<file path="src/rtl/mar_pkg.sv">
package mar_pkg;
  localparam int PAGE_LSB  = 12;
  localparam int FIX_N     = 88;
  localparam int FIX_WORDS = FIX_N / 8;
  localparam int CFG_AW    = 8;
  localparam int CFG_DW    = 64;

  localparam logic [CFG_AW-1:0] A_DEF  = 8'h00;
  localparam logic [CFG_AW-1:0] A_TOP  = 8'h01;
  localparam logic [CFG_AW-1:0] A_FIX  = 8'h10;
  localparam logic [CFG_AW-1:0] A_VAR  = 8'h20;

  localparam logic [7:0] MT_UC   = 8'h00;
  localparam logic [7:0] MT_WC   = 8'h01;
  localparam logic [7:0] MT_WT   = 8'h04;
  localparam logic [7:0] MT_WP   = 8'h05;
  localparam logic [7:0] MT_WB   = 8'h06;
  localparam logic [7:0] MT_PART = 8'hFE;
  localparam logic [7:0] MT_OFF  = 8'hFF;

  typedef enum logic [1:0] {ST_IDLE, ST_EVAL, ST_SCAN} scan_st_t;

  typedef struct packed {
    logic       stop;
    logic [7:0] ty;
  } merge_t;

  // Combine two matching entry types by precedence.
  function automatic merge_t merge_types(input logic [7:0] prev, input logic [7:0] curr);
    merge_t m;
    if (prev == MT_UC || curr == MT_UC) begin
      m = '{stop: 1'b1, ty: MT_UC};
    end else if ((prev == MT_WB && curr == MT_WT) || (prev == MT_WT && curr == MT_WB)) begin
      m = '{stop: 1'b0, ty: MT_WT};
    end else if (prev != curr) begin
      m = '{stop: 1'b1, ty: MT_UC};
    end else begin
      m = '{stop: 1'b0, ty: prev};
    end
    return m;
  endfunction
endpackage

</file>
<file path="src/rtl/mar_cfg_regs.sv">
module mar_cfg_regs
  import mar_pkg::*;
#(
  parameter int ADDR_W = 40,
  parameter int NVAR   = 8
) (
  input  logic                                 clk,
  input  logic                                 rst_n,
  input  logic                                 cfg_we,
  input  logic [CFG_AW-1:0]                    cfg_addr,
  input  logic [CFG_DW-1:0]                    cfg_data,
  output logic                                 loaded,
  output logic [7:0]                           def_type,
  output logic [1:0]                           en,
  output logic                                 has_fixed,
  output logic [ADDR_W-1:0]                    top_mem,
  output logic [FIX_N-1:0][7:0]                fix_bytes,
  output logic [NVAR-1:0][ADDR_W-PAGE_LSB-1:0] vbase,
  output logic [NVAR-1:0][ADDR_W-PAGE_LSB-1:0] vmask,
  output logic [NVAR-1:0][7:0]                 vtype,
  output logic [NVAR-1:0]                      vvalid
);
  localparam int PG_W = ADDR_W - PAGE_LSB;

  logic        we_def, we_top;
  logic        loaded_q;
  logic [10:0] def_q;
  logic [ADDR_W-1:0] top_q;
  logic [FIX_WORDS-1:0][CFG_DW-1:0] fix_q;

  assign we_def = cfg_we && (cfg_addr == A_DEF);
  assign we_top = cfg_we && (cfg_addr == A_TOP);

  always_ff @(posedge clk or negedge rst_n) begin
    if (!rst_n) begin
      loaded_q <= 1'b0;
      def_q    <= '0;
    end else if (we_def) begin
      loaded_q <= 1'b1;
      def_q    <= cfg_data[10:0];
    end
  end

  always_ff @(posedge clk or negedge rst_n) begin
    if (!rst_n)      top_q <= '0;
    else if (we_top) top_q <= cfg_data[ADDR_W-1:0];
  end

  for (genvar w = 0; w < FIX_WORDS; w++) begin : g_fix
    logic we_w;
    assign we_w = cfg_we && (cfg_addr == CFG_AW'(int'(A_FIX) + w));
    always_ff @(posedge clk or negedge rst_n) begin
      if (!rst_n)    fix_q[w] <= '0;
      else if (we_w) fix_q[w] <= cfg_data;
    end
  end

  for (genvar i = 0; i < NVAR; i++) begin : g_var
    logic we_b, we_m;
    logic [PG_W-1:0] base_q, mask_q;
    logic [7:0]      type_q;
    logic            valid_q;
    assign we_b = cfg_we && (cfg_addr == CFG_AW'(int'(A_VAR) + 2*i));
    assign we_m = cfg_we && (cfg_addr == CFG_AW'(int'(A_VAR) + 2*i + 1));
    always_ff @(posedge clk or negedge rst_n) begin
      if (!rst_n) begin
        base_q <= '0;
        type_q <= '0;
      end else if (we_b) begin
        base_q <= cfg_data[ADDR_W-1:PAGE_LSB];
        type_q <= cfg_data[7:0];
      end
    end
    always_ff @(posedge clk or negedge rst_n) begin
      if (!rst_n) begin
        mask_q  <= '0;
        valid_q <= 1'b0;
      end else if (we_m) begin
        mask_q  <= cfg_data[ADDR_W-1:PAGE_LSB];
        valid_q <= cfg_data[11];
      end
    end
    assign vbase[i]  = base_q;
    assign vmask[i]  = mask_q;
    assign vtype[i]  = type_q;
    assign vvalid[i] = valid_q;
  end

  assign loaded    = loaded_q;
  assign def_type  = def_q[7:0];
  assign en        = def_q[9:8];
  assign has_fixed = def_q[10];
  assign top_mem   = top_q;
  assign fix_bytes = fix_q;

  // once configured, the unit never reverts to unconfigured
  p_loaded_sticky_r2: assert property (@(posedge clk) disable iff (!rst_n)
    loaded |=> loaded);
endmodule

</file>
<file path="src/rtl/mar_fixed_index.sv">
module mar_fixed_index #(
  parameter int ADDR_W = 40
) (
  input  logic [ADDR_W-1:0] addr,
  output logic              in_fixed,
  output logic [6:0]        idx
);
  assign in_fixed = (addr[ADDR_W-1:20] == '0);

  always_comb begin
    if (!addr[19])      idx = {4'd0, addr[18:16]};
    else if (!addr[18]) idx = 7'd8 + {3'd0, addr[17:14]};
    else                idx = 7'd24 + {1'b0, addr[17:12]};
  end
endmodule

</file>
<file path="src/rtl/mar_scan_ctrl.sv">
module mar_scan_ctrl
  import mar_pkg::*;
#(
  parameter int ADDR_W = 40,
  parameter int NVAR   = 8
) (
  input  logic                                 clk,
  input  logic                                 rst_n,
  input  logic                                 req_start,
  input  logic [ADDR_W-1:0]                    req_lo,
  input  logic [ADDR_W-1:0]                    req_hi,
  input  logic                                 loaded,
  input  logic [7:0]                           def_type,
  input  logic [1:0]                           en,
  input  logic                                 has_fixed,
  input  logic [ADDR_W-1:0]                    top_mem,
  input  logic                                 fix_in,
  input  logic [7:0]                           fix_type,
  input  logic [NVAR-1:0][ADDR_W-PAGE_LSB-1:0] vbase,
  input  logic [NVAR-1:0][ADDR_W-PAGE_LSB-1:0] vmask,
  input  logic [NVAR-1:0][7:0]                 vtype,
  input  logic [NVAR-1:0]                      vvalid,
  output logic [ADDR_W-1:0]                    cap_lo,
  output logic                                 busy,
  output logic                                 done,
  output logic [7:0]                           result
);
  localparam int PG_W  = ADDR_W - PAGE_LSB;
  localparam int IDX_W = (NVAR > 1) ? $clog2(NVAR) : 1;

  scan_st_t          st_q, st_n;
  logic [ADDR_W-1:0] lo_q, lo_n, hi_q, hi_n;
  logic [IDX_W-1:0]  idx_q, idx_n;
  logic              hp_q, hp_n;
  logic [7:0]        pv_q, pv_n;
  logic [7:0]        res_q, res_n;
  logic              done_q, done_n;

  logic [PG_W-1:0] e_base, e_mask;
  logic            m_lo, m_hi, fin, top_hit;
  merge_t          mg;

  assign e_base  = vbase[idx_q];
  assign e_mask  = vmask[idx_q];
  assign m_lo    = ((lo_q[ADDR_W-1:PAGE_LSB] & e_mask) == (e_base & e_mask));
  assign m_hi    = ((hi_q[ADDR_W-1:PAGE_LSB] & e_mask) == (e_base & e_mask));
  assign mg      = merge_types(pv_q, vtype[idx_q]);
  assign top_hit = (top_mem != '0) && (lo_q[ADDR_W-1:32] != '0) && (hi_q < top_mem);

  always_comb begin
    st_n   = st_q;
    lo_n   = lo_q;
    hi_n   = hi_q;
    idx_n  = idx_q;
    hp_n   = hp_q;
    pv_n   = pv_q;
    res_n  = res_q;
    done_n = 1'b0;
    fin    = 1'b0;
    unique case (st_q)
      ST_IDLE: begin
        if (req_start) begin
          lo_n = req_lo;
          hi_n = req_hi - 1'b1;
          st_n = ST_EVAL;
        end
      end
      ST_EVAL: begin
        if (!loaded || en == 2'b00) begin
          res_n = MT_OFF;
          fin   = 1'b1;
        end else if (has_fixed && fix_in) begin
          res_n = fix_type;
          fin   = 1'b1;
        end else if (!en[1]) begin
          res_n = def_type;
          fin   = 1'b1;
        end else begin
          st_n  = ST_SCAN;
          idx_n = '0;
          hp_n  = 1'b0;
        end
      end
      ST_SCAN: begin
        if (vvalid[idx_q] && (m_lo != m_hi)) begin
          res_n = MT_PART;
          fin   = 1'b1;
        end else if (vvalid[idx_q] && m_lo) begin
          if (!hp_q) begin
            hp_n = 1'b1;
            pv_n = vtype[idx_q];
          end else if (mg.stop) begin
            res_n = mg.ty;
            fin   = 1'b1;
          end else begin
            pv_n = mg.ty;
          end
        end
        if (!fin) begin
          if (idx_q == IDX_W'(NVAR - 1)) begin
            fin = 1'b1;
            if (top_hit)   res_n = MT_WB;
            else if (hp_n) res_n = pv_n;
            else           res_n = def_type;
          end else begin
            idx_n = idx_q + 1'b1;
          end
        end
      end
      default: st_n = ST_IDLE;
    endcase
    if (fin) begin
      done_n = 1'b1;
      st_n   = ST_IDLE;
    end
  end

  always_ff @(posedge clk or negedge rst_n) begin
    if (!rst_n) begin
      st_q   <= ST_IDLE;
      lo_q   <= '0;
      hi_q   <= '0;
      idx_q  <= '0;
      hp_q   <= 1'b0;
      pv_q   <= '0;
      res_q  <= MT_OFF;
      done_q <= 1'b0;
    end else begin
      st_q   <= st_n;
      lo_q   <= lo_n;
      hi_q   <= hi_n;
      idx_q  <= idx_n;
      hp_q   <= hp_n;
      pv_q   <= pv_n;
      res_q  <= res_n;
      done_q <= done_n;
    end
  end

  assign cap_lo = lo_q;
  assign busy   = (st_q != ST_IDLE);
  assign done   = done_q;
  assign result = res_q;

  // the strobe lasts one cycle
  p_done_pulse_r10: assert property (@(posedge clk) disable iff (!rst_n)
    done |=> !done);
  // the strobe comes with the controller back in idle
  p_done_idle_r10: assert property (@(posedge clk) disable iff (!rst_n)
    done |-> !busy);
  // the result only moves together with the strobe
  p_result_hold_r10: assert property (@(posedge clk) disable iff (!rst_n)
    !done |-> $stable(res_q));
  // a request during a lookup leaves the captured range alone
  p_busy_ignore_r10: assert property (@(posedge clk) disable iff (!rst_n)
    (busy && req_start) |=> $stable(lo_q));
  // an unconfigured unit reports the disabled code
  p_unloaded_r2: assert property (@(posedge clk) disable iff (!rst_n)
    (done && !$past(loaded)) |-> (res_q == MT_OFF));
  // a partial-cover code needs the variable set enabled
  p_part_var_r6: assert property (@(posedge clk) disable iff (!rst_n)
    (done && res_q == MT_PART) |-> en[1]);
  // the scan index stays inside the entry set
  p_idx_range_r11: assert property (@(posedge clk) disable iff (!rst_n)
    (st_q == ST_SCAN) |-> (int'(idx_q) < NVAR));
endmodule

</file>
<file path="src/rtl/mar_resolver.sv">
module mar_resolver
  import mar_pkg::*;
#(
  parameter int ADDR_W = 40,
  parameter int NVAR   = 8
) (
  input  logic              clk,
  input  logic              rst_n,
  input  logic              cfg_we,
  input  logic [7:0]        cfg_addr,
  input  logic [63:0]       cfg_data,
  input  logic              req_start,
  input  logic [ADDR_W-1:0] req_lo,
  input  logic [ADDR_W-1:0] req_hi,
  output logic              busy,
  output logic              done,
  output logic [7:0]        mem_type
);
  localparam int PG_W = ADDR_W - PAGE_LSB;

  logic                      loaded, has_fixed, fix_in;
  logic [7:0]                def_type, fix_type;
  logic [1:0]                en;
  logic [ADDR_W-1:0]         top_mem, cap_lo;
  logic [FIX_N-1:0][7:0]     fix_bytes;
  logic [NVAR-1:0][PG_W-1:0] vbase, vmask;
  logic [NVAR-1:0][7:0]      vtype;
  logic [NVAR-1:0]           vvalid;
  logic [6:0]                fix_idx;

  mar_cfg_regs #(.ADDR_W(ADDR_W), .NVAR(NVAR)) u_cfg (
    .clk(clk), .rst_n(rst_n), .cfg_we(cfg_we), .cfg_addr(cfg_addr), .cfg_data(cfg_data),
    .loaded(loaded), .def_type(def_type), .en(en), .has_fixed(has_fixed),
    .top_mem(top_mem), .fix_bytes(fix_bytes), .vbase(vbase), .vmask(vmask),
    .vtype(vtype), .vvalid(vvalid)
  );

  mar_fixed_index #(.ADDR_W(ADDR_W)) u_fix (
    .addr(cap_lo), .in_fixed(fix_in), .idx(fix_idx)
  );

  assign fix_type = fix_bytes[fix_idx];

  mar_scan_ctrl #(.ADDR_W(ADDR_W), .NVAR(NVAR)) u_scan (
    .clk(clk), .rst_n(rst_n), .req_start(req_start), .req_lo(req_lo), .req_hi(req_hi),
    .loaded(loaded), .def_type(def_type), .en(en), .has_fixed(has_fixed),
    .top_mem(top_mem), .fix_in(fix_in), .fix_type(fix_type), .vbase(vbase),
    .vmask(vmask), .vtype(vtype), .vvalid(vvalid), .cap_lo(cap_lo),
    .busy(busy), .done(done), .result(mem_type)
  );
endmodule

</file>
<file path="config.mk">
export PLATFORM = sky130hd
export DESIGN_NAME = mar_resolver
export DESIGN_NICKNAME = d
export VERILOG_FILES = /design/src/rtl/mar_pkg.sv /design/src/rtl/mar_cfg_regs.sv /design/src/rtl/mar_fixed_index.sv /design/src/rtl/mar_scan_ctrl.sv /design/src/rtl/mar_resolver.sv
export SDC_FILE = /design/constraint.sdc
export NUM_CORES = 2
export LEC_CHECK = 0
export CAP_MARGIN = 5
export CORE_ASPECT_RATIO = 1.1
export CORE_UTILIZATION = 56
export CTS_BUF_LIST = sky130_fd_sc_hd__clkbuf_4 sky130_fd_sc_hd__clkbuf_8 sky130_fd_sc_hd__clkbuf_16
export DETAILED_ROUTE_END_ITERATION = 10
export PLACE_DENSITY = 0.73
export SLEW_MARGIN = 15
export SYNTH_ARGS = -nofsm -noshare
export SYNTH_HDL_FRONTEND = slang
export SYNTH_SLANG_ARGS = --single-unit
</file>
<file path="constraint.sdc">
create_clock -name clk -period 5.3 [get_ports clk]
set_input_delay 0.53 -clock clk [delete_from_list [all_inputs] [get_ports clk]]
set_output_delay 0.53 -clock clk [all_outputs]
set_load 0.1 [all_outputs]
</file>
==> results.md <==
- The kind of cell with the highest combined delay along the critical path is simple AND/OR/NAND/NOR gates.
- After synthesis the netlist holds a flip-flop and latch count of between 1000 and 1500.
- Buffers inserted to repair hold after CTS numbered 1.
- TritonCTS built the clock tree.
- The global-route congestion overflow total is 0.
- Measured along the x axis, the die boundary spans 326.5 um.
- The worst hold path belongs to the class in -> async.
- The synthesized netlist contains 74 unique library cells.
- The vertical die dimension is approximately 360 um.
- The power density normalized to cell area is 416.2 nW/um^2.
- Setup total negative slack on the finished layout was measured at 0 ns.
- The number of warnings printed during yosys synthesis is 0.
- The slowest stage of the critical path belongs to the cell sky130_fd_sc_hd__dfrtp_4.
- The cell area reported after detailed placement is between 60000 and 70000 sq um.
- The number of buffers added for setup after CTS is 0.
- The combined global-route utilization of all metal layers is between 30% and 40%.
- The via count of the first global-routing pass was 42530.
- The count of final setup violators is 0.
- Counting both buffers and inverters, the worst setup path holds a total of 2.
- The number of max-slew violations in the final report is 0.
- The first global-routing pass estimated 270.2 mm of wire.
- The worst setup path is of the reg -> reg kind.
- The setup skew after layout is 0.02888 ns.
- After the last flow step, the layout net total stands at 5024.
- The effective utilization at floorplan is a little under three fifths.
- The count of TritonRoute iterations in the first routing pass is 5.
- The combinational family with the most area after synthesis is multiplexers.
- Walking the worst path, the cells encountered are buf_4 -> mux2_2 -> o22ai_1 -> or3_1 -> a21boi_1 -> a2111oi_0 -> nand4_1 -> or4_1 -> o211ai_2 -> buf_4 -> a21oi_2 -> or3b_1.
- After legalization and detailed placement, the total HPWL measured 113.9 mm.
- For this run, design rule violations remaining after detail routing come to 0.
- Counting every instance in the synthesized netlist gives 4793.
- Counting along the longest clock path gives a buffer depth of 3.
- In this run the remaining antenna-violating nets after routing total 0.
- The total clock sinks is roughly 1400.
- For the worst setup path, the data arrival time is 5.55 ns.
- The worst setup path is captured at a flip-flop.
- The total count of hold-check failures in the final report was 0.
- The root buffer selected by CTS is sky130_fd_sc_hd__clkbuf_16.
- The die covers about 120000 sq um.
- The most numerous cell type found on the critical path is sky130_fd_sc_hd__buf_4.
- The routed design could run at a clock period as short as 4.910 ns.
- Cells fill 63.66% of the core in the end.
- The number of nets handed over by synthesis was 4995.
- Summing the areas of all fa, ha and maj instances in the mapped netlist gives 0.8872% of the synthesized area.
- The leakage dissipation is between 30 and 40 nW.
- The H-tree depth is 4.
- After clock tree synthesis, the repair step resized 0 gates.
- The largest stage delay on the critical path is 0.87 ns.
- The peak clock frequency supported by timing is a little over 200 MHz.
- The final standard cell area without fillers is 72900 sq um.
- In this run the tool buffered the top-level ports with 153 buffer cells.
- The peak fanout along the critical path is 33.
- Max-cap violations in this run came to 0.
- Setup repair after global routing left no endpoint under its margin.
- Entering global routing, the biggest net connects ~180 pins.
- The total clock buffers created by CTS is approximately 150.
- Yosys mapped a number of flops with a built-in enable equal to 0.
- In this run the core area contains 130 standard-cell rows.
- The number of antenna violations at the first check in global routing was 19.
- The via count normalized by instance count is 6.383.
- The critical path starts at u_scan.idx_q[2].
- The worst ir drop on vdd is 0.0006494 V.
- The congestion estimate from routability-driven global placement came to ~0.91.
- The final-layout worst hold slack is 0.3615 ns.
- The worst path uses between 90 and 100% of the clock period.
- Cells with a size suffix above 1 make up between 40% and 50% of the layout.
- The total I/O pin count is 166.
- Clock latency on the worst-skew pair, taken at its later pin, is 0.77 ns.
- The average size of a mapped cell is 13.53 sq um.
- Clock-pin slew was measured on the worst setup and hold paths at 0.06 ns.
- Dividing the detail-routed wire length by the instance count gives between 20 and 30 um.
- The netlist area before placement is 64870 sq um.
- The number of filler cells placed in the layout is roughly 8500.
- The critical path data required time is 5.94 ns.
- Headroom to the max-slew limit came out at 19.85%.
- The most instantiated flip-flop cell in the synthesis netlist is sky130_fd_sc_hd__dfrtp_1.
- Of the total synthesized cell area, the portion taken by XOR and XNOR cells is less than 1%.
- The violation count after the first detailed-routing iteration is 3395.
- At the pin with the least slew margin, the transition time is 1.202 ns.
- The synthesized netlist devotes 4.118% of its cell area to compound gates.
- The run finished with clean final reports.
- The async set-or-reset flop fraction in the synthesized netlist is between 90% and 100%.
- The area of the core region is 114500 sq um.
- The launching element type of the critical path is a flip-flop.
- The simple logic cell fraction of the synthesized area is 5.572%.
- The critical register-to-register path startpoint is u_scan.idx_q[2].
- From synthesis to final layout, the design area changed by 12.38%.
- Detailed routing inserted a total of 41170 vias.
- The sequential area share after synthesis is 52.75%.
- The routed wire length is 178.7 mm.
- The post-synthesis mux area share is between 30% and 40%.
## power by group
part           switching (W)  internal, W
Sequential          0.000791       0.0112
Combinational        0.00502      0.00306
Clock                0.00427      0.00601
Total                 0.0101       0.0203
## cell usage after synthesis (26+ instances only)
master	instances	area (sq um)
sky130_fd_sc_hd__a21oi_1	60	300.3
sky130_fd_sc_hd__inv_1	64	240.2
sky130_fd_sc_hd__nand3_1	130	650.6
sky130_fd_sc_hd__xnor2_1	39	341.6
sky130_fd_sc_hd__a22oi_1	45	337.8
sky130_fd_sc_hd__nand4_1	26	162.7
sky130_fd_sc_hd__dfrtp_1	1359	34010
sky130_fd_sc_hd__mux2i_1	141	1411
sky130_fd_sc_hd__buf_2	31	155.2
sky130_fd_sc_hd__clkbuf_1	294	1104
sky130_fd_sc_hd__and3_1	43	269.0
sky130_fd_sc_hd__nor3_1	37	185.2
sky130_fd_sc_hd__buf_1	56	210.2
sky130_fd_sc_hd__nor2_1	69	259.0
sky130_fd_sc_hd__a21o_1	43	322.8
sky130_fd_sc_hd__mux4_2	214	4820
sky130_fd_sc_hd__mux2_2	1338	15070
sky130_fd_sc_hd__nand2_1	342	1284
sky130_fd_sc_hd__ha_1	46	575.6
sky130_fd_sc_hd__o21ai_0	84	420.4
## flip-flops by register name (all words and copies together), names as in the netlist, 3 cells and up
register and count:
u_cfg.def_q 11, u_cfg.g_var.valid_q 8, u_cfg.top_mem 40, u_scan.hi_q 40, u_scan.idx_q 3, u_cfg.g_var.base_q 224, u_scan.cap_lo 28, u_cfg.g_var.mask_q 224
u_cfg.g_var.type_q 64, u_scan.result 8, u_scan.pv_q 8, u_cfg.fix_bytes 704
## layer usage
| layer | GRT usage [%] | part of all wire (%) | up-vias |
|---|---|---|---|
| li1 | - | - | 17550 |
| met1 | 40.69 | 41 | 21970 |
| met2 | 50.46 | 49 | 1291 |
| met3 | 4.861 | 5.7 | 351 |
| met4 | 13.45 | 4.4 | 14 |
| met5 | 0 | 0.051 | - |
## worst paths after layout
| check | endpoint | slack [ns] | cells after the start |
|---|---|---|---|
| max in group asynchronous | u_scan.idx_q[2] | 3.27 | 3 |
| min reg2reg | u_cfg.loaded | 0.47 | 1 |
| min in group clk | u_scan.cap_lo[31] | 0.39 | 2 |
| max reg2reg | u_scan.idx_q[1] | 0.39 | 12 |
| min | u_cfg.fix_bytes[206] | 0.36 | 2 |
| max | u_scan.idx_q[1] | 0.39 | 12 |
## metrics by stage
stage | std cells | worst slack (ns) | total power, W
2_1_floorplan | 4793 | 1.558 | 0.01697
3_3_place_gp | 6192 | 0.6409 | 0.02004
3_5_place_dp | 6192 | 0.6328 | 0.02016
4_1_cts | 6448 | 0.4641 | 0.03042
5_1_grt | 6449 | 0.2814 | 0.03141
6_report | 6450 | 0.3896 | 0.03034
## layout make-up
class                           instances  area [sq um]  share of cell area, %
Sequential cell                      1367         34230                  46.95
Multi-Input combinational cell       2957         28900                  39.64
Clock buffer                          207          4339                  5.952
Timing Repair Buffer                  287          2795                  3.834
Tap cell                             1518          1899                  2.605
Clock inverter                         48         495.5                 0.6797
Inverter                               64         240.2                 0.3295
Antenna cell                            2         5.005               0.006865
## layout by cell type, fill, tap and decap left out, types with 39 or more instances in the layout
master / instances
sky130_fd_sc_hd__a21o_1: 42
sky130_fd_sc_hd__a21oi_1: 59
sky130_fd_sc_hd__a22oi_1: 45
sky130_fd_sc_hd__and3_1: 42
sky130_fd_sc_hd__buf_4: 112
sky130_fd_sc_hd__clkbuf_16: 149
sky130_fd_sc_hd__clkdlybuf4s50_1: 147
sky130_fd_sc_hd__dfrtp_1: 1356
sky130_fd_sc_hd__ha_1: 46
sky130_fd_sc_hd__inv_1: 64
sky130_fd_sc_hd__mux2_2: 1338
sky130_fd_sc_hd__mux2i_1: 141
sky130_fd_sc_hd__mux4_2: 214
sky130_fd_sc_hd__nand2_1: 327
sky130_fd_sc_hd__nand3_1: 125
sky130_fd_sc_hd__nor2_1: 65
sky130_fd_sc_hd__o21ai_0: 84
sky130_fd_sc_hd__xnor2_1: 39
## cells by family (layout without fill, tap and decap cells)
kind of cell / after synthesis / in the layout
muxes: 1695 / 1695
AOI/OAI and AO/OA: 390 / 390
other: 0 / 2
and+or+nand+nor: 767 / 767
DFF: 1367 / 1367
buffers and inverters: 469 / 606
xor gates and xnor gates: 59 / 59
adders and majority gates: 46 / 46
Note: power is estimated with default switching activity, not from simulation.
